--- src/rtl/uart_flowctl_pkg.sv ---
package uart_flowctl_pkg;

  typedef enum logic {
    TXG_IDLE   = 1'b0,
    TXG_ACTIVE = 1'b1
  } txg_state_e;

endpackage

--- src/rtl/flowctl_cts_sync.sv ---
module flowctl_cts_sync #(
  parameter int STAGES = 2
) (
  input  logic clk,
  input  logic rst,
  input  logic pin_n,
  output logic sync_n
);

  localparam int LAST = STAGES - 1;

  logic [LAST:0] chain;

  generate
    if (STAGES == 1) begin : g_single
      always_ff @(posedge clk) begin
        if (rst) chain <= 1'b1;
        else     chain <= pin_n;
      end
    end else begin : g_multi
      always_ff @(posedge clk) begin
        if (rst) chain <= '1;
        else     chain <= {chain[LAST-1:0], pin_n};
      end
    end
  endgenerate

  assign sync_n = chain[LAST];

endmodule

--- src/rtl/flowctl_tx_gate.sv ---
module flowctl_tx_gate
  import uart_flowctl_pkg::*;
(
  input  logic clk,
  input  logic rst,
  input  logic hs_en,
  input  logic cts_sync_n,
  input  logic frame_req,
  input  logic frame_done,
  input  logic buf_empty,
  output logic frame_start,
  output logic halted,
  output logic refill_req
);

  txg_state_e state;
  logic       line_clear;

  assign line_clear = !hs_en || !cts_sync_n;

  always_ff @(posedge clk) begin
    if (rst) begin
      state       <= TXG_IDLE;
      frame_start <= 1'b0;
      halted      <= 1'b0;
      refill_req  <= 1'b0;
    end else begin
      refill_req  <= buf_empty;
      frame_start <= 1'b0;
      halted      <= 1'b0;
      unique case (state)
        TXG_IDLE: begin
          if (frame_req) begin
            if (line_clear) begin
              state       <= TXG_ACTIVE;
              frame_start <= 1'b1;
            end else begin
              halted <= 1'b1;
            end
          end
        end
        TXG_ACTIVE: begin
          if (frame_done) state <= TXG_IDLE;
        end
        default: state <= TXG_IDLE;
      endcase
    end
  end

endmodule

--- src/rtl/flowctl_rts_ctl.sv ---
module flowctl_rts_ctl (
  input  logic clk,
  input  logic rst,
  input  logic hs_en,
  input  logic frame_rcvd,
  input  logic ready,
  output logic rts_n
);

  always_ff @(posedge clk) begin
    if (rst)             rts_n <= 1'b0;
    else if (!hs_en)     rts_n <= 1'b0;
    else if (frame_rcvd) rts_n <= 1'b1;
    else if (ready)      rts_n <= 1'b0;
  end

endmodule

--- src/rtl/uart_frame_flowctl.sv ---
module uart_frame_flowctl #(
  parameter int SYNC_STAGES = 2
) (
  input  logic clk,
  input  logic rst,
  input  logic hs_en,
  input  logic cts_n,
  input  logic tx_frame_req,
  input  logic tx_frame_done,
  input  logic tx_buf_empty,
  output logic tx_frame_start,
  output logic tx_halted,
  output logic tx_refill_req,
  input  logic rx_frame_rcvd,
  input  logic rx_ready,
  output logic rts_n
);

  logic cts_sync_n;

  flowctl_cts_sync #(.STAGES(SYNC_STAGES)) u_sync (
    .clk    (clk),
    .rst    (rst),
    .pin_n  (cts_n),
    .sync_n (cts_sync_n)
  );

  flowctl_tx_gate u_txg (
    .clk         (clk),
    .rst         (rst),
    .hs_en       (hs_en),
    .cts_sync_n  (cts_sync_n),
    .frame_req   (tx_frame_req),
    .frame_done  (tx_frame_done),
    .buf_empty   (tx_buf_empty),
    .frame_start (tx_frame_start),
    .halted      (tx_halted),
    .refill_req  (tx_refill_req)
  );

  flowctl_rts_ctl u_rts (
    .clk        (clk),
    .rst        (rst),
    .hs_en      (hs_en),
    .frame_rcvd (rx_frame_rcvd),
    .ready      (rx_ready),
    .rts_n      (rts_n)
  );

endmodule

--- config.mk ---
export PLATFORM = sky130hd
export DESIGN_NAME = uart_frame_flowctl
export DESIGN_NICKNAME = d
export VERILOG_FILES = /design/src/rtl/uart_flowctl_pkg.sv /design/src/rtl/flowctl_cts_sync.sv /design/src/rtl/flowctl_tx_gate.sv /design/src/rtl/flowctl_rts_ctl.sv /design/src/rtl/uart_frame_flowctl.sv
export SDC_FILE = /design/constraint.sdc
export NUM_CORES = 1
export LEC_CHECK = 0
export BUFFER_PORTS_ARGS = -buffer_cell sky130_fd_sc_hd__buf_2
export CAP_MARGIN = 20
export CORE_AREA = 4 4 41 43
export CTS_CLUSTER_DIAMETER = 120
export DETAILED_ROUTE_END_ITERATION = 8
export DIE_AREA = 0 0 45 47
export PLACE_DENSITY = 0.43
export SLEW_MARGIN = 10
export SYNTH_ARGS = -nofsm -noshare
export SYNTH_HDL_FRONTEND = slang
export SYNTH_SLANG_ARGS = --single-unit
--- constraint.sdc ---
create_clock -name clk -period 0.8 [get_ports clk]
set_input_delay 0.08 -clock clk [delete_from_list [all_inputs] [get_ports clk]]
set_output_delay 0.08 -clock clk [all_outputs]
set_load 0.01 [all_outputs]
==> results of run 1 <==
[report_power, final]
part	internal, W	switching (W)
logic	0.0000332	0.0000297
registers	0.000367	0.00000613
clock network	0.000189	0.000116
total	0.000590	0.000152
[through the flow]
stage	power [W]	hold WS, ps
final	0.0007416	12.39
after global routing	0.0007887	24.55
after CTS	0.0007601	7.870
after detailed placement	0.0004450	265.5
after global placement	0.0004399	259.5
after floorplan	0.0004064	149.1
[state kept, by name (all words and copies together), names as in the netlist]
signal,flops
u_txg.frame_start,1
u_sync.chain,2
u_txg.refill_req,1
u_rts.rts_n,1
u_txg.halted,1
u_txg.state,1
[per-layer routing]
metal / GRT usage / wire length (um) / up-vias
met3: 0.04981 / 42 / 0
met1: 0.03204 / 141 / 88
met4: 0.03509 / 0 / 0
met5: 0 / 0 / -
li1: - / - / 100
met2: 0.1045 / 260 / 6
[layout by cell type (no fill, tap or decap), drive strengths merged]
master | synthesis | routed
a21oi | 3 | 3
buf | 0 | 12
clkbuf | 0 | 4
dfxtp | 7 | 7
inv | 1 | 1
nand2 | 2 | 2
nand2b | 1 | 1
nand3b | 1 | 1
nor2 | 2 | 2
nor2b | 1 | 1
nor3b | 1 | 1
or2 | 2 | 2
[layout make-up]
cell class	instances	area, um2
fillers	159	977.2
well taps	15	18.77
flip-flops and latches	7	141.4
inverters	1	3.754
multi-input cells	13	73.82
repair buffers	12	60.06
clock buffers	4	26.28
[final timing paths]
| path | startpoint | to | slack, ps |
|---|---|---|---|
| min reg2reg | u_sync.chain[0] | u_sync.chain[1] | 400 |
| min | cts_n | u_sync.chain[0] | 10 |
| max | u_rts.rts_n | rts_n | 40 |
| max reg2reg | u_sync.chain[1] | u_txg.state | 100 |
[cell families (layout without fill, tap and decap cells)]
kind of cell | Yosys count | after routing | synth area share
AO/OA/AOI/OAI | 3 | 3 | 0.08622
buffers and inverters | 1 | 17 | 0.01722
flip-flops | 7 | 7 | 0.6437
AND/OR/NAND/NOR | 10 | 10 | 0.2530
[repair_timing]
action	4_1_cts	5_1_grt
setup buffers	0	0
endpoints found under the setup margin	0	1
gates resized for setup	0	1
==> results.md, run 1 <==
- Hold WC Path Type: in -> reg
- GRT overflow: 0
- LEAKAGE: 0.1546 nW
- First-pass GRT wire length: 759 um
- Share of cells above drive strength 1: 0.4595
- Vias after detailed routing: approximately 190
- Post-synthesis async set-or-reset flop share: 0
- Worst Hold Depth: 2
- Number of synthesized flops with an enable pin: 0
- FP Rows: 13
- Startpoint type of the worst setup path: flop
- Most frequent cell after synthesis: dfxtp_1
- Die W: ~45 um
- WP data arrival: between 600 and 700 ps
- CTS Hold Buffers Added: 0
- Initial detailed-routing violation count: 2
- Top post-synthesis cells by area: dfxtp_1, or2_1, a21oi_1
- Clk pin slew, worst setup/hold paths: 50 ps
- Syn_area_per_cell: 10.37 um2
- Post-synth design cell area: between 200 and 250 um2
- Register area share after synthesis: 0.6437
- Chip height: 47 um
- Clock sink total: 7
- CP cell instances: buf_2
- Num CTS Buffers: 3
- Max Slew Vio Count: 0
- Final WS setup: between 30 and 40 ps
- Critical path depth in cells: 1
- Initial antenna violation count: 0
- Design area: 324.1 um2
- Non-Filler Instances: 52
- CTS root buf: clkbuf_4
- Area growth from synthesis to layout: 48.85%
- Critical path class: reg -> out
- Maxcap violations: 0
- Final HPWL DP: 392.4 um
- IO Pins: 13
- Largest net degree at the start of global routing: 7
- Reg2Reg Depth: 3
- Worst path required time: 720 ps
- Netlist cell types: 11
- Syn Inst Count: 21
- DR vias/cell: roughly 3.7
- Final #Nets: 47
- Max Root-Sink Buffers: 2
- Number of global-route vias before repair: 209
- Wire length per cell: 8.519 um
- Core Area: ~1300 um2
- Setup Total Neg Slack: 0 ps
- Final Critical Period: 761.2 ps
- Clock insertion delay at the later pin of the skew report: between 200 and 250 ps
- Top-area cell type share of the netlist area: 0.6437
- Die area: 2115 um2
- Synth top cells by count: dfxtp_1, a21oi_1, nand2_1, nor2_1, or2_1
- Syn nets: 30
- Main flop type after synthesis: dfxtp_1
- Critical-path maximum fanout: 2
- Kind of capture point of the worst setup path: output port
- Fmax: ~1300 MHz
- Status: finished clean
- Max stage delay on crit path: 310 ps
- Total GRT Usage: 0.05542
- Area leader, netlist: dfxtp_1
- Post-Route WL: about 440 um
- VDD IR max: 0.0006768 V
- Fin Clk Skew: about 0.73 ps
- # diodes: 0
- Post-route DRC: 0
- Post-DRT Antenna Nets: 0
- RSZ-0062 raised after global routing: false
- CP Buf/Inv Count: 1
- First-pass detailed-route iteration total: 2
- CTS tree: built
- Worst slew pin tran: about 130 ps
- Util after Layout: 0.2490
- Worst path top cell family by delay: flip-flops
- Initial Utilization: 0.1673
- Setup Viol. Count Final: 0
- Placed cells: 48
- Pre-CTS setup slack: 109.6 ps
- Area of placed instances: between 200 and 300 um2
- H-tree depth: 1
- Crit-path slowest cell: dfxtp_2
- Endpoints failing hold: 0
- Seq cells post-synth: 7
- Worst slew margin: 0.9110
- Ys Warns: 0
- Pwr/cell area: around 2300 nW/um2
- PortBufs: 12
- Final period util: 0.9515
- GP Congestion: 0.5619
Note: power is estimated with default switching activity, not from simulation.
==> inputs of run 2 (changes only) <==
--- a/config.mk
+++ b/config.mk
@@ -7,10 +7,10 @@
 export LEC_CHECK = 0
 export BUFFER_PORTS_ARGS = -buffer_cell sky130_fd_sc_hd__buf_2
 export CAP_MARGIN = 20
-export CORE_AREA = 4 4 41 43
+export CORE_AREA = 2 2 39 41
 export CTS_CLUSTER_DIAMETER = 120
 export DETAILED_ROUTE_END_ITERATION = 8
-export DIE_AREA = 0 0 45 47
+export DIE_AREA = 0 0 41 43
 export PLACE_DENSITY = 0.43
 export SLEW_MARGIN = 10
 export SYNTH_ARGS = -nofsm -noshare
==> run 2 against run 1 <==
  * Design area increased by 8.1%
  * First-iteration DRC count decreased by 50%
  * Register-to-register slack better by 40 ps
  * Critical endpoint is now u_sync.chain[0]
  * Highest routed layer unchanged
==> results.md, run 2 (synthesis gave the netlist of run 1 again) <==
- Commonest non-fill, non-tap cell in the layout: buf_2
- Final period util: 0.9656 (+0.01409)
- Number of global-route vias before repair: 176 (-16%)
- Max stage delay on crit path: 530 ps (+220 ps)
- First-pass GRT wire length: 648 um (-15%)
- Placed cells: 49 (+2.1%)
- Final #Nets: 48 (+2.1%)
- Post-DRT Antenna Nets: 0 (unchanged)
- FP Rows: 14 (+1)
- CTS tree: built
- DR vias/cell: 3.537 (-5.2%)
- PortBufs: 12 (unchanged)
- Largest net degree at the start of global routing: 7 (unchanged)
- Fillcell total: 155 (-2.5%)
- LEAKAGE: 0.1617 nW (+4.6%)
- Wire length per cell: 7.611 um (-11%)
- WP data arrival: 910 ps (+230 ps)
- CTS root buf: clkbuf_4
- Clock insertion delay at the later pin of the skew report: 240 ps (about the same)
- Max Slew Vio Count: 0 (unchanged)
- Post-route DRC: 0 (unchanged)
- Startpoint type of the worst setup path: input port
- Max Root-Sink Buffers: 2 (unchanged)
- Register Area: 143.9 um2 (+1.8%)
- Final Critical Period: 772.5 ps (+11.28 ps)
- Pwr/cell area: 2172 nW/um2 (-5.1%)
- Post-Route WL: 411 um (-7.2%)
- Initial detailed-routing violation count: 1 (-1)
- Worst path top cell family by delay: buffers and inverters
- Worst path required time: 940 ps (+220 ps)
- Share of cells above drive strength 1: 0.5000 (+0.04054)
- Worst slew pin tran: 134.0 ps (+0.8829 ps)
- Clk pin slew, worst setup/hold paths: 50 ps (about the same)
- IO Pins: 13 (unchanged)
- Pre-CTS setup slack: 135.9 ps (+26.27 ps)
- VDD IR max: 0.0007504 V (+11%)
- Setup Total Neg Slack: 0 ps (unchanged)
- Chip height: 43 um (-8.5%)
- Fin Clk Skew: 1.327 ps (+0.5968 ps)
- CP Buf/Inv Count: 2 (+1)
- Total GRT Usage: 0.06024 (+0.004817)
- Non-Filler Instances: 54 (+3.8%)
- RSZ-0062 raised after global routing: false
- Commonest non-fill, non-tap cells in the layout: buf_2, dfxtp_1, clkbuf_4, dfxtp_2
- Reg with most FFs: u_sync.chain
- Fmax: 1295 MHz (-1.5%)
- First-pass detailed-route iteration total: 2 (unchanged)
- Num CTS Buffers: 3 (unchanged)
- Endpoints failing hold: 0 (unchanged)
- Worst slew margin: 0.9105 (about the same)
- Initial antenna violation count: 0 (unchanged)
- Die W: 41 um (-8.9%)
- Die area: 1763 um2 (-17%)
- Util after Layout: 0.2532 (+0.004127)
- CP cell instances: dlygate4sd3_1 > buf_2 > or2_1
- Status: finished clean
- GP Congestion: 0.5395 (-4.0%)
- Core Area: 1384 um2 (+6.3%)
- Vias after detailed routing: 191 (-1.5%)
- Final WS setup: 27.54 ps (-11.28 ps)
- Setup Viol. Count Final: 0 (unchanged)
- Maxcap violations: 0 (unchanged)
- Critical-path maximum fanout: 1 (-1)
- Hold WC Path Type: in -> reg
- Final Power: 0.0007611 W (+2.6%)
- # diodes: 0 (unchanged)
- GRT overflow: 0 (unchanged)
- Crit-path slowest cell: dlygate4sd3_1
- Clock sink total: 7 (unchanged)
- Critical path class: in -> reg
- Area growth from synthesis to layout: 60.92%
- H-tree depth: 1 (unchanged)
- Max FFs per register: 2 (unchanged)
- Kind of capture point of the worst setup path: flop
- Area of the multi-input gates: 73.82 um2 (unchanged)
- Initial Utilization: 0.1573 (-0.009984)
## run 2: cell types whose count changed in the layout (fill, tap and decap cells not counted), sizes merged
| cell | change |
|---|---|
| dlygate4sd3 | +1 |
## run 2: area by class of cell
class                           instances  area share
Sequential cell                         7      0.4107
Timing Repair Buffer                   13      0.2357
Multi-Input combinational cell         13      0.2107
Clock buffer                            4     0.07500
Tap cell                               16     0.05714
Inverter                                1     0.01071
## run 2: worst reg2reg max path: cells and delay by family, from the launching register on
kind / cells / cell delay (ps)
and+or+nand+nor: 2 / 170
DFF: 1 / 340
AOI/OAI and AO/OA: 1 / 60
## run 2: power breakdown
part,internal (W),total [W],switching [W]
clock network,0.000190,0.000315,0.000125
registers,0.000368,0.000375,0.00000726
logic,0.0000420,0.0000706,0.0000287
## run 2: worst paths after layout
| path | startpoint | to | slack [ps] | cells past startpoint |
|---|---|---|---|---|
| worst max-delay path | cts_n | u_sync.chain[0] | 30 | 3 |
| worst min-delay path | hs_en | u_txg.frame_start | 40 | 2 |
| worst max register to register | u_sync.chain[1] | u_txg.state | 140 | 3 |
| worst min register to register | u_sync.chain[0] | u_sync.chain[1] | 400 | 1 |
## run 2: routing by layer
layer / vias to the layer above / global-route usage / part of all wire
li1: 100 / - / -
met1: 79 / 0.06109 / 0.47
met2: 12 / 0.08125 / 0.39
met3: 0 / 0.07853 / 0.14
met4: 0 / 0 / 0
met5: - / 0 / 0
## run 2: what timing repair did
item | 4_1_cts | 5_1_grt
endpoints found under the setup margin | 0 | 3
buffers inserted | 0 | 0
resized for setup | 0 | 5
hold buffers | 1 | 0
hold endpoints to repair | 1 | 0
## run 2: metrics by stage
| step | area (um2) | hold slack (ps) |
|---|---|---|
| floorplan | 217.7 | 149.1 |
| global placement | 297.8 | 257.6 |
| detailed placement | 297.8 | 260.3 |
| CTS | 334.1 | 32.75 |
| global route | 350.3 | 33.55 |
| finish | 350.3 | 36.65 |
==> inputs of run 3 (changes only) <==
--- a/config.mk
+++ b/config.mk
@@ -5,14 +5,16 @@
 export SDC_FILE = /design/constraint.sdc
 export NUM_CORES = 1
 export LEC_CHECK = 0
+export ABC_AREA = 1
 export BUFFER_PORTS_ARGS = -buffer_cell sky130_fd_sc_hd__buf_2
 export CAP_MARGIN = 20
 export CORE_AREA = 2 2 39 41
+export CTS_BUF_LIST = sky130_fd_sc_hd__clkbuf_4 sky130_fd_sc_hd__clkbuf_8 sky130_fd_sc_hd__clkbuf_16
 export CTS_CLUSTER_DIAMETER = 120
 export DETAILED_ROUTE_END_ITERATION = 8
 export DIE_AREA = 0 0 41 43
 export PLACE_DENSITY = 0.43
-export SLEW_MARGIN = 10
+export SLEW_MARGIN = 20
 export SYNTH_ARGS = -nofsm -noshare
 export SYNTH_HDL_FRONTEND = slang
 export SYNTH_SLANG_ARGS = --single-unit
==> run 3 against run 2 <==
  * Design area shrank 2.1%
  * Utilization fell by 0.54 points
  * Routed wire length shrank 5.4%
  * Global-route usage fell by 0.78 points
  * Worst setup slack lost 8.3 ps
  * Clock-buffer cell count is the same
  * Clock skew about the same
  * Critical path depth unchanged
  * Via count did not move
  * Hold slack improved by 2.9 ps
  * Largest power group unchanged
==> results.md, run 3 <==
- Chip height: 43 um (unchanged)
- Fmax: 1281 MHz (-1.1%)
- Final Critical Period: 780.7 ps (+8.269 ps)
- Max Slew Vio Count: 0 (unchanged)
- Max FFs per register: 2 (unchanged)
- Area of placed instances: 301.5 um2 (+1.3%)
- Worst R2R Start: u_txg.state
- CTS root buf: clkbuf_4
- First-pass GRT wire length: 489 um (-25%)
- Post-DRT Antenna Nets: 0 (unchanged)
- Hold WC Path Type: in -> reg
- Pre-CTS setup slack: 165.5 ps (+29.59 ps)
- Pwr/cell area: 2284 nW/um2 (+5.2%)
- Post-synth design cell area: 221.5 um2 (+1.7%)
- Commonest non-fill, non-tap cells in the layout: buf_2, dfxtp_1, nand2_1, inv_1, clkbuf_4
- Postcts setup bufs: 0 (unchanged)
- Startpoint type of the worst setup path: input port
- Critical path class: in -> reg
- Netlist cell types: 9 (-2)
- Setup Total Neg Slack: 0 ps (unchanged)
- GP Congestion: 0.6215 (+15%)
- Crit-path slowest cell: dlygate4sd3_1
- Fillcell total: 152 (-1.9%)
- Hold_ws: 39.58 ps (+2.936 ps)
- Register area share after synthesis: 0.6328 (-0.01091)
- Total GRT Usage: 0.05242 (-0.007822)
- Final period util: 0.9759 (+0.01034)
- Kind of capture point of the worst setup path: flop
- Most frequent cell after synthesis: dfxtp_1
- Maxcap violations: 0 (unchanged)
- Post-Route WL: 389 um (-5.4%)
- Top-area cell type share of the netlist area: 0.6328 (-0.01091)
- VDD IR max: 0.0009529 V (+27%)
- Initial detailed-routing violation count: 2 (+1)
- GRT overflow: 0 (unchanged)
- Critical hold path startpoint: tx_buf_empty
- Share of cells above drive strength 1: 0.4286 (-0.07143)
- Initial Utilization: 0.1600 (+0.002712)
- Worst slew margin: 0.9301 (+0.01969)
- Reg with most FFs: u_sync.chain
- Syn nets: 34 (+13%)
- Max stage delay on crit path: 530 ps (about the same)
- Main flop type after synthesis: dfxtp_1
- Largest family of logic cells by synthesized area: simple AND/OR/NAND/NOR gates
- Synth top cells by count: dfxtp_1, inv_1, nand2_1
- Clock sink total: 7 (unchanged)
- Post-Synth Adder-Cell Area: 0 (unchanged)
- Reg2reg setup slack: 150 ps (about the same)
- Syn Inst Count: 25 (+19%)
- Post-Synth XOR/XNOR Area: 0 (unchanged)
- Critical-path maximum fanout: 1 (unchanged)
- Number of global-route vias before repair: 146 (-17%)
- Endpoints failing hold: 0 (unchanged)
- Setup Viol. Count Final: 0 (unchanged)
- Clk pin slew, worst setup/hold paths: 50 ps (about the same)
- LEAKAGE: 0.1912 nW (+18%)
- Vias after detailed routing: 191 (unchanged)
- Seq cells post-synth: 7 (unchanged)
- FP Rows: 14 (unchanged)
- PortBufs: 12 (unchanged)
- Die area: 1763 um2 (unchanged)
- RSZ-0062 raised after global routing: false
- Post-route DRC: 0 (unchanged)
- Syn_area_per_cell: 8.858 um2 (-15%)
- Final #Nets: 52 (+8.3%)
- Post-synthesis compound-gate area fraction: 0.02260 (-0.06361)
- Area growth from synthesis to layout: 54.80%
- R2r endpoint: u_txg.state
- DR vias/cell: 3.293 (-6.9%)
- Commonest non-fill, non-tap cell in the layout: buf_2
- CTS tree: built
- Num CTS Buffers: 3 (unchanged)
- Synth Area in Simple Gates: 0.2599 (+0.007013)
- Wire length per cell: 6.707 um (-12%)
- Hold endpoint: u_txg.refill_req
- Number of synthesized flops with an enable pin: 0 (unchanged)
- Largest net degree at the start of global routing: 6 (-1)
- Initial antenna violation count: 0 (unchanged)
- H-tree depth: 1 (unchanged)
- Top post-synthesis cells by area: dfxtp_1, inv_1, nand2_1
- Fin Clk Skew: 1.586 ps (+0.2588 ps)
- Area leader, netlist: dfxtp_1
- Max Root-Sink Buffers: 2 (unchanged)
- Worst Hold Depth: 3 (+1)
- WP data arrival: 910 ps (about the same)
- Ys Warns: 0 (unchanged)
- Design area: 342.8 um2 (-2.1%)
- Multiplexer area fraction after synthesis: 0 (unchanged)
- CP cell instances: dlygate4sd3_1 > buf_2 > or2_1
- # diodes: 0 (unchanged)
- Reg2Reg Depth: 3 (unchanged)
- Clock insertion delay at the later pin of the skew report: 240 ps (about the same)
- Worst slew pin tran: 104.8 ps (-29.24 ps)
- Status: finished clean
- Post-synthesis async set-or-reset flop share: 0 (unchanged)
- Final WS setup: 19.27 ps (-8.269 ps)
- Final HPWL DP: 303.4 um
- First-pass detailed-route iteration total: 4 (+2)
- Die W: 41 um (unchanged)
- Core Area: 1384 um2 (unchanged)
- Worst path required time: 930 ps (about the same)
- IO Pins: 13 (unchanged)
[run 3: report_power, final]
part | internal (W) | switching, W | total [W]
Combinational | 0.0000343 | 0.0000302 | 0.0000645
Sequential | 0.000367 | 0.00000532 | 0.000373
Clock | 0.000224 | 0.000122 | 0.000346
Total | 0.000625 | 0.000158 | 0.000783
[run 3: timing repair]
item / CTS / global route
gates resized for setup: 0 / 1
endpoints found under the hold margin: 0 / 1
hold buffers: 0 / 1
endpoints found under the setup margin: 0 / 1
[run 3: kinds of logic after synthesis]
family | after synthesis
buffers and inverters | 5
DFF | 7
and+or+nand+nor | 12
AOI/OAI and AO/OA | 1
[run 3: cell type report]
type / instances / area [um2] / area share
well taps: 16 / 20.02 / 0.05839
inverters: 5 / 18.77 / 0.05474
flip-flops and latches: 7 / 141.4 / 0.4124
clock buffers: 4 / 30.03 / 0.08759
repair buffers: 13 / 70.07 / 0.2044
multi-input cells: 13 / 62.56 / 0.1825
[run 3: worst max-delay path by stage]
stage | endpoint | start
5_1_grt | rts_n | u_rts.rts_n
4_1_cts | rts_n | u_rts.rts_n
2_1_floorplan | u_txg.state | u_txg.state
3_3_place_gp | u_txg.frame_start | u_txg.state
6_report | u_sync.chain[0] | cts_n
3_5_place_dp | u_txg.state | u_txg.state
[run 3: layer usage]
metal  share of wire  up-vias  track usage
met5               0        -            0
met3            0.15        0      0.07853
met1            0.50       71      0.04235
li1                -      108            -
met2            0.35       12      0.05625
met4               0        0      0.04000
[run 3: stage by stage]
stage          total power, W  utilization  instances
6_report            0.0007832       0.2477         58
5_1_grt             0.0008354       0.2477         58
4_1_cts             0.0008001       0.2396         57
3_5_place_dp        0.0004411       0.2179         53
3_3_place_gp        0.0004411       0.2179         53
2_1_floorplan       0.0004063            -         25
[run 3: worst max-delay path: cells and delay by family]
family	cells	cell delay, ps
AND/OR/NAND/NOR	1	190
buffers and inverters	2	640
